<file path="src/rtl/bert_pm_pkg.sv">
package bert_pm_pkg;

    // latched status bit positions
    localparam int LAT_N    = 3;
    localparam int LAT_ERR  = 0;
    localparam int LAT_CNT  = 1;
    localparam int LAT_SYNC = 2;

    // live status bit positions
    localparam int LIVE_N   = 2;
    localparam int LIVE_NZ  = 0;
    localparam int LIVE_OOS = 1;

    // qualified per-cycle events from the receive checker
    typedef struct packed {
        logic bit_ok;   // valid bit while in sync
        logic err_ok;   // errored valid bit while in sync
    } bert_evt_t;

    // latch set requests, packed so that bit index matches LAT_* positions
    typedef struct packed {
        logic sync_chg;
        logic cnt_rise;
        logic err_hit;
    } lat_set_t;

    function automatic bert_evt_t qualify(input logic vld, input logic err, input logic oos);
        bert_evt_t e;
        e.bit_ok = vld & ~oos;
        e.err_ok = vld & err & ~oos;
        return e;
    endfunction

endpackage

</file>
<file path="src/rtl/bert_sat_acc.sv">
module bert_sat_acc #(
    parameter int W = 24
) (
    input  logic         clk,
    input  logic         rst,
    input  logic         inc,
    input  logic         close,
    output logic [W-1:0] snap,
    output logic         sum_nz
);
    localparam logic [W-1:0] MAXV = '1;
    localparam logic [W-1:0] ONE  = {{(W-1){1'b0}}, 1'b1};

    logic [W-1:0] acc_q;
    logic [W-1:0] acc_sum;

    always_comb begin
        if (!inc || acc_q == MAXV)
            acc_sum = acc_q;
        else
            acc_sum = acc_q + ONE;
    end

    assign sum_nz = (acc_sum != '0);

    always_ff @(posedge clk) begin
        if (rst) begin
            acc_q <= '0;
            snap  <= '0;
        end else if (close) begin
            snap  <= acc_sum;
            acc_q <= '0;
        end else begin
            acc_q <= acc_sum;
        end
    end
endmodule

</file>
<file path="src/rtl/bert_sync_track.sv">
module bert_sync_track (
    input  logic clk,
    input  logic rst,
    input  logic oos_in,
    output logic oos_q,
    output logic oos_chg
);
    always_ff @(posedge clk) begin
        if (rst) oos_q <= 1'b0;
        else     oos_q <= oos_in;
    end

    assign oos_chg = oos_in ^ oos_q;
endmodule

</file>
<file path="src/rtl/bert_lat_bank.sv">
module bert_lat_bank #(
    parameter int N = 3
) (
    input  logic         clk,
    input  logic         rst,
    input  logic [N-1:0] set_req,
    input  logic         clr_wr,
    input  logic [N-1:0] clr_mask,
    output logic [N-1:0] lat
);
    for (genvar i = 0; i < N; i++) begin : g_bit
        always_ff @(posedge clk) begin
            if (rst)
                lat[i] <= 1'b0;
            else if (set_req[i])
                lat[i] <= 1'b1;
            else if (clr_wr && clr_mask[i])
                lat[i] <= 1'b0;
        end
    end
endmodule

</file>
<file path="src/rtl/bert_pm_stats.sv">
module bert_pm_stats
    import bert_pm_pkg::*;
#(
    parameter int ERR_W = 24,
    parameter int BIT_W = 32
) (
    input  logic              clk,
    input  logic              rst,
    input  logic              bit_vld,
    input  logic              bit_err,
    input  logic              oos_in,
    input  logic              pm_upd,
    input  logic              clr_wr,
    input  logic [LAT_N-1:0]  clr_mask,
    input  logic [LAT_N-1:0]  irq_en,
    output logic [ERR_W-1:0]  err_snap,
    output logic [BIT_W-1:0]  bit_snap,
    output logic [LIVE_N-1:0] live_st,
    output logic [LAT_N-1:0]  lat_st,
    output logic              irq
);
    bert_evt_t evt;
    lat_set_t  set_req;
    logic      err_sum_nz;
    logic      bit_sum_nz;
    logic      oos_q;
    logic      oos_chg;
    logic      snap_nz;

    assign evt = qualify(bit_vld, bit_err, oos_in);

    bert_sat_acc #(.W(ERR_W)) u_err_acc (
        .clk    (clk),
        .rst    (rst),
        .inc    (evt.err_ok),
        .close  (pm_upd),
        .snap   (err_snap),
        .sum_nz (err_sum_nz)
    );

    bert_sat_acc #(.W(BIT_W)) u_bit_acc (
        .clk    (clk),
        .rst    (rst),
        .inc    (evt.bit_ok),
        .close  (pm_upd),
        .snap   (bit_snap),
        .sum_nz (bit_sum_nz)
    );

    bert_sync_track u_sync (
        .clk     (clk),
        .rst     (rst),
        .oos_in  (oos_in),
        .oos_q   (oos_q),
        .oos_chg (oos_chg)
    );

    assign snap_nz = (err_snap != '0);

    always_comb begin
        set_req          = '0;
        set_req.err_hit  = evt.err_ok;
        set_req.cnt_rise = pm_upd & err_sum_nz & ~snap_nz;
        set_req.sync_chg = oos_chg;
    end

    bert_lat_bank #(.N(LAT_N)) u_lat (
        .clk      (clk),
        .rst      (rst),
        .set_req  (set_req),
        .clr_wr   (clr_wr),
        .clr_mask (clr_mask),
        .lat      (lat_st)
    );

    always_comb begin
        live_st           = '0;
        live_st[LIVE_NZ]  = snap_nz;
        live_st[LIVE_OOS] = oos_q;
    end

    assign irq = |(lat_st & irq_en);

    logic unused_ok;
    assign unused_ok = bit_sum_nz;
endmodule

</file>
<file path="config.mk">
export PLATFORM = sky130hd
export DESIGN_NAME = bert_pm_stats
export DESIGN_NICKNAME = d
export VERILOG_FILES = /design/src/rtl/bert_pm_pkg.sv /design/src/rtl/bert_sat_acc.sv /design/src/rtl/bert_sync_track.sv /design/src/rtl/bert_lat_bank.sv /design/src/rtl/bert_pm_stats.sv
export SDC_FILE = /design/constraint.sdc
export NUM_CORES = 1
export LEC_CHECK = 0
export BUFFER_PORTS_ARGS = -buffer_cell sky130_fd_sc_hd__buf_4
export CORE_ASPECT_RATIO = 0.75
export CORE_MARGIN = 2
export CORE_UTILIZATION = 40
export DETAILED_ROUTE_END_ITERATION = 7
export PLACE_DENSITY = 0.58
export SLEW_MARGIN = 20
export SYNTH_ARGS = -nofsm -noshare
export SYNTH_HDL_FRONTEND = slang
export SYNTH_HIERARCHICAL = 1
export SYNTH_SLANG_ARGS = --single-unit
</file>
<file path="constraint.sdc">
create_clock -name clk -period 5.6 [get_ports clk]
set_clock_uncertainty 0.1 [all_clocks]
set_input_delay 1.12 -clock clk [delete_from_list [all_inputs] [get_ports clk]]
set_output_delay 1.12 -clock clk [all_outputs]
set_load 0.005 [all_outputs]
</file>
==> impl_results.md, run 1 <==
* ANT cells at 0
* Fin crit share at 82.9%
* Final setup violating endpoints at 0
* Met2 Use GR at 27.1%
* CTS Sinks at 116
* # hold bufs at CTS at 0
* Initial Util at 40.5%
* Initial antenna violation count at 0
* Vias at 4551
* TritonCTS clock tree: built
* Resized Gates After CTS at 0
* Worst Path Arrival at 4.81 ns
* Worst slew margin at 54.8%
* Slowest CP cell: or4_1
* Ports at 75
* CTS root buf: clkbuf_16
* Number of global-route vias before repair at 4058
* TritonRoute pass-1 iters at 5
* Drt initial violations at 379
* Hold Path Class: reg -> reg
* Layout Nets at 670
* CP max stage delay at 0.60 ns
* Synth Cell Area at 5220 sq um
* Mapped Avg Cell Area at 8.71 sq um
* Status: finished, final reports clean
* Hold WS at 0.382 ns
* DIE AREA at 14000 sq um
* Core ar. at 12900 sq um
* Htree depth at 4
* GRT Total Usage at 20.4%
* Global route hottest layer: met1
* Final slew viol count at 0
* Synth Warn # at 6
* Final setup TNS at 0 ns
* Bufs on Longest Clock Path at 2
* WL final at 14.0 mm
* VDD IR max at 0.000220 V
* Buffers on Ports at 74
* Maxcap violations at 0
* Worst setup path category: in -> reg
* Critical path endpoint category: flip-flop
* Met1 GRT Util at 31.4%
* RePlAce Congestion at 0.916
* Filler cell count at 1249
* Clock Latency Late Sink at 0.42 ns
* Global-route wire length before repair at 21.8 mm
* Wire length per cell at 16.7 um
* Clock transition at path regs at 0.05 ns
* Critical path data required time at 5.76 ns
* Layout cell share with drive strength beyond 1 at 19.3%
* Synth Instances at 599
* DIE HEIGHT at 103 um
* Vias/cell at 5.42
* Worst Max-Slew Pin Slew at 0.678 ns
* Startpoint types: input port
* Period minus WS final at 4.64 ns
* Pwr per Cell Area at 317 nW/um^2
* RSZ-0062 raised after global routing: false
* Leak at 2.31 nW
* Max Clock Freq at 215 MHz
* HPWL after DPL at 9.86 mm
* CTS buffer count at 17
* Synthesis-to-finish area growth at 22.6%
* M3 GR Usage at 5.41%
* Largest net degree at the start of global routing at 64
* Final Hold Vio Count at 0
* Worst-path fanout max at 7
* DRC at 0
* Std cell rows at 36
* Final ANT Viol Nets at 0
* Die outline width at 136 um
* Syn_nets at 614
* Worst-path cell chain: buf_4 -> nor2b_1 -> and2_1 -> nand4_1 -> or2_2 -> a2111oi_0 -> xnor2_1 -> nand4_1 -> or4_1 -> or4_1 -> nand2_1 -> nor3_1 -> nor2_1 -> a311oi_1
* GRT Residual Overflow at 0
* Post-CTS Setup Inserts at 0
==> power by group <==
| group | switching [mW] | internal, mW | total (mW) |
|---|---|---|---|
| Combinational | 0.0580 | 0.0491 | 0.107 |
| Sequential | 0.0136 | 0.846 | 0.859 |
| Clock | 0.401 | 0.663 | 1.06 |
==> state kept, by name (all words and copies together), names as in the netlist <==
register,count
u_bit_acc/snap,32
u_err_acc/snap,24
u_sync/oos_q,1
u_bit_acc/acc_q,32
u_lat/lat,3
u_err_acc/acc_q,24
==> placed cells by master, fill, tap and decap left out, drive strengths merged, types with 6 or more instances in the layout <==
master    count
mux2i         6
a211oi       50
nor2        136
or2           9
buf          76
inv          12
xnor2        33
and4          6
nand4        28
nor4         15
nand2        27
dfxtp       116
xor2         15
clkbuf       19
a21oi         7
nand3        24
nor3         18
clkinvlp      6
==> final timing paths <==
kind / from / end / slack (ns) / cells past startpoint
hold reg to reg: u_bit_acc/snap[28] / u_bit_acc/snap[28] / 0.38 / 2
setup / recovery: oos_in / u_lat/lat[1] / 0.96 / 14
hold / removal: u_bit_acc/snap[28] / u_bit_acc/snap[28] / 0.38 / 2
setup reg to reg: u_err_acc/acc_q[0] / u_lat/lat[1] / 1.72 / 12
==> critical path, delay by kind of cell <==
kind	cells	cell delay, ns
simple gates	10	2.86
buf+inv	1	0.12
xor+xnor	1	0.25
compound gates	2	0.45
==> cell type report <==
type                            instances  area (sq um)  area share [%]
Inverter                               11          41.3           0.645
Multi-Input combinational cell        433          2680            41.8
Clock inverter                         13           134            2.09
Clock buffer                           19           443            6.92
Timing Repair Buffer                   76           571            8.91
Sequential cell                       116          2320            36.3
Tap cell                              171           214            3.34
==> metal layers <==
layer | up-vias | wire, um
met2 | 139 | 5520
met4 | 0 | 122
met3 | 12 | 919
li1 | 2251 | -
met1 | 2149 | 7440
met5 | - | 0
==> metrics by stage <==
stage,worst slack (ns),instances,cell area (sq um),total power [mW],util [%]
floorplan,1.17,599,5220,0.933,-
finish,0.956,839,6400,2.03,49.7
detailed placement,0.610,807,5820,0.985,45.2
global route,0.614,839,6400,2.10,49.7
global placement,0.728,807,5820,0.983,45.2
CTS,1.04,839,6400,2.05,49.7
Power figures use the tool's default switching activity.
==> inputs of run 2 (changes only) <==
--- a/config.mk
+++ b/config.mk
@@ -5,12 +5,13 @@
 export SDC_FILE = /design/constraint.sdc
 export NUM_CORES = 1
 export LEC_CHECK = 0
+export ABC_AREA = 1
 export BUFFER_PORTS_ARGS = -buffer_cell sky130_fd_sc_hd__buf_4
 export CORE_ASPECT_RATIO = 0.75
 export CORE_MARGIN = 2
 export CORE_UTILIZATION = 40
 export DETAILED_ROUTE_END_ITERATION = 7
-export PLACE_DENSITY = 0.58
+export PLACE_DENSITY = 0.6
 export SLEW_MARGIN = 20
 export SYNTH_ARGS = -nofsm -noshare
 export SYNTH_HDL_FRONTEND = slang
==> constraint.sdc (replaced) <==
create_clock -name clk -period 3.75 [get_ports clk]
set_clock_uncertainty 0.1 [all_clocks]
set_input_delay 0.75 -clock clk [delete_from_list [all_inputs] [get_ports clk]]
set_output_delay 0.75 -clock clk [all_outputs]
set_load 0.005 [all_outputs]
==> run 2 against run 1 <==
  * Synthesized area up 11%
  * Combinational power down 14%
  * Clock power up 49%
  * Total power up 44%
  * Count of clock-buffer cells in the layout up 1
  * Global-route usage up 0.23 points
  * Worst setup slack better by 0.12 ns
  * Sequential share of layout area down 3.4 points
  * Cell count up 41%
  * Via count up 22%
  * Synthesized cell count up 50%
  * Die area up 11%
  * Critical path type is now reg -> reg
==> impl_results.md, run 2 <==
* Mapped Avg Cell Area at 6.44 sq um
* Critical path endpoint category: flip-flop
* Hold Path Class: reg -> reg
* Critical path data required time at 3.94 ns
* RePlAce Congestion at 0.903
* Final setup TNS at 0 ns
* Clock transition at path regs at 0.06 ns
* Vias/cell at 4.72
* CTS buffer count at 17
* Syn_nets at 916
* Worst Max-Slew Pin Slew at 0.891 ns
* Filler cell count at 1468
* Final setup violating endpoints at 0
* Wire length per cell at 12.8 um
* Pint at 2.28 mW
* Synth Instances at 901
* Largest net degree at the start of global routing at 41
* DIE HEIGHT at 108 um
* Initial antenna violation count at 0
* Most common cell after layout, fill and taps aside: nand2_1
* Bufs on Longest Clock Path at 2
* Maxcap violations at 0
* Std cell rows at 38
* Initial Util at 40.5%
* Fin crit share at 71.4%
* Layout cell share with drive strength beyond 1 at 16.7%
* Htree depth at 4
* Buffers on Ports at 74
* Worst slew margin at 40.5%
* CTS root buf: clkbuf_16
* GRT Total Usage at 20.7%
* ANT cells at 0
* Period minus WS final at 2.68 ns
* Final design area excluding fillers at 7060 sq um
* Synth Warn # at 6
* Synth Cell Area at 5800 sq um
* Leak at 2.92 nW
* Worst Path Arrival at 2.87 ns
* Ports at 75
* WL final at 15.2 mm
* Clock power frac at 54.3%
* TritonRoute pass-1 iters at 5
* Vias at 5564
* Final Hold Vio Count at 0
* Status: finished, final reports clean
* # hold bufs at CTS at 0
* Pwr per Cell Area at 414 nW/um^2
* RSZ-0062 raised after global routing: false
* DIE AREA at 15500 sq um
* Storage element area at 2320 sq um
* Worst-path fanout max at 40
* Area post-placement at 6480 sq um
* Number of global-route vias before repair at 4874
* Final ANT Viol Nets at 0
* Core ar. at 14300 sq um
* TritonCTS clock tree: built
* Post-CTS Setup Inserts at 0
* DRC at 0
* Clock Latency Late Sink at 0.41 ns
* Multi-input logic area at 2910 sq um
* Layout Nets at 984
* Power share of the combinational group at 3.1%
* Final Core Density at 49.3%
* Startpoint types: flip-flop
* Largest regs: u_bit_acc/acc_q: 32 flops, u_bit_acc/snap: 32 flops
* Worst setup path category: reg -> reg
* Final slew viol count at 0
* Switching share of power at 21.8%
* CTS Sinks at 116
* HPWL after DPL at 10.8 mm
* NetSw at 0.636 mW
* Global-route wire length before repair at 25.0 mm
* Reg power frac at 42.6%
* Resized Gates After CTS at 0
* Max Clock Freq at 373 MHz
* VDD IR max at 0.000339 V
* Die outline width at 143 um
* Drt initial violations at 393
* GRT Residual Overflow at 0
* Most frequent cells in the layout: 270 x nand2_1, 142 x nor2_1, 116 x dfxtp_1, 98 x inv_1, 96 x nand3_1
* Synthesis-to-finish area growth at 21.6%
-- run 2: path summary, 6_finish.rpt --
check / slack (ns) / start / cells after the start / endpoint
worst max-delay path: 1.07 / u_err_acc/acc_q[0] / 18 / u_lat/lat[1]
worst max register to register: 1.07 / u_err_acc/acc_q[0] / 18 / u_lat/lat[1]
worst min-delay path: 0.38 / u_err_acc/snap[17] / 2 / u_err_acc/snap[17]
worst min register to register: 0.38 / u_err_acc/snap[17] / 2 / u_err_acc/snap[17]
-- run 2: final cells by class --
cell class / instances / share of cell area (%)
flip-flops and latches: 116 / 32.9
multi-input cells: 648 / 41.2
clock inverters: 10 / 1.53
well taps: 200 / 3.55
repair buffers: 80 / 8.51
inverters: 106 / 5.64
clock buffers: 20 / 6.61
-- run 2: power groups by stage --
stage               logic [mW]  clock network [mW]  registers (mW)
CTS                     0.0921                1.61            1.24
global route             0.103                1.67            1.24
detailed placement      0.0923                   0            1.27
floorplan               0.0513                   0            1.27
global placement        0.0918                   0            1.27
finish                  0.0920                1.58            1.24
-- run 2: layer usage --
layer  up-vias  GRT usage (%)  part of all wire (%)
li1       2955              -                     -
met1      2438           33.5                    57
met2       161           26.5                    36
met3        10           4.61                   6.0
met4         0           5.73                  0.87
met5         -              0                     0
-- run 2: stage by stage --
step	instances	power, mW	setup WS, ns	hold WS (ns)
final	1180	2.92	1.07	0.380
after floorplan	901	1.32	1.34	0.362
after detailed placement	1150	1.36	0.902	0.369
after CTS	1180	2.94	1.09	0.386
after global placement	1150	1.36	0.940	0.370
after global routing	1180	3.01	0.849	0.399
-- run 2: critical path: stages, from the launching register on --
cell	delay, ns
dfxtp_1	0.38
ha_1	0.19
inv_1	0.06
nor2_1	0.10
nand2_1	0.07
nor2_2	0.12
nand2_2	0.42
nand2_2	0.21
nand2_1	0.07
nand2_1	0.12
nand2_1	0.08
nor2_1	0.20
nand2_1	0.08
nor2_1	0.09
nand2_1	0.07
nand2_1	0.07
nor2_2	0.04
inv_1	0.04
a21oi_1	0.05
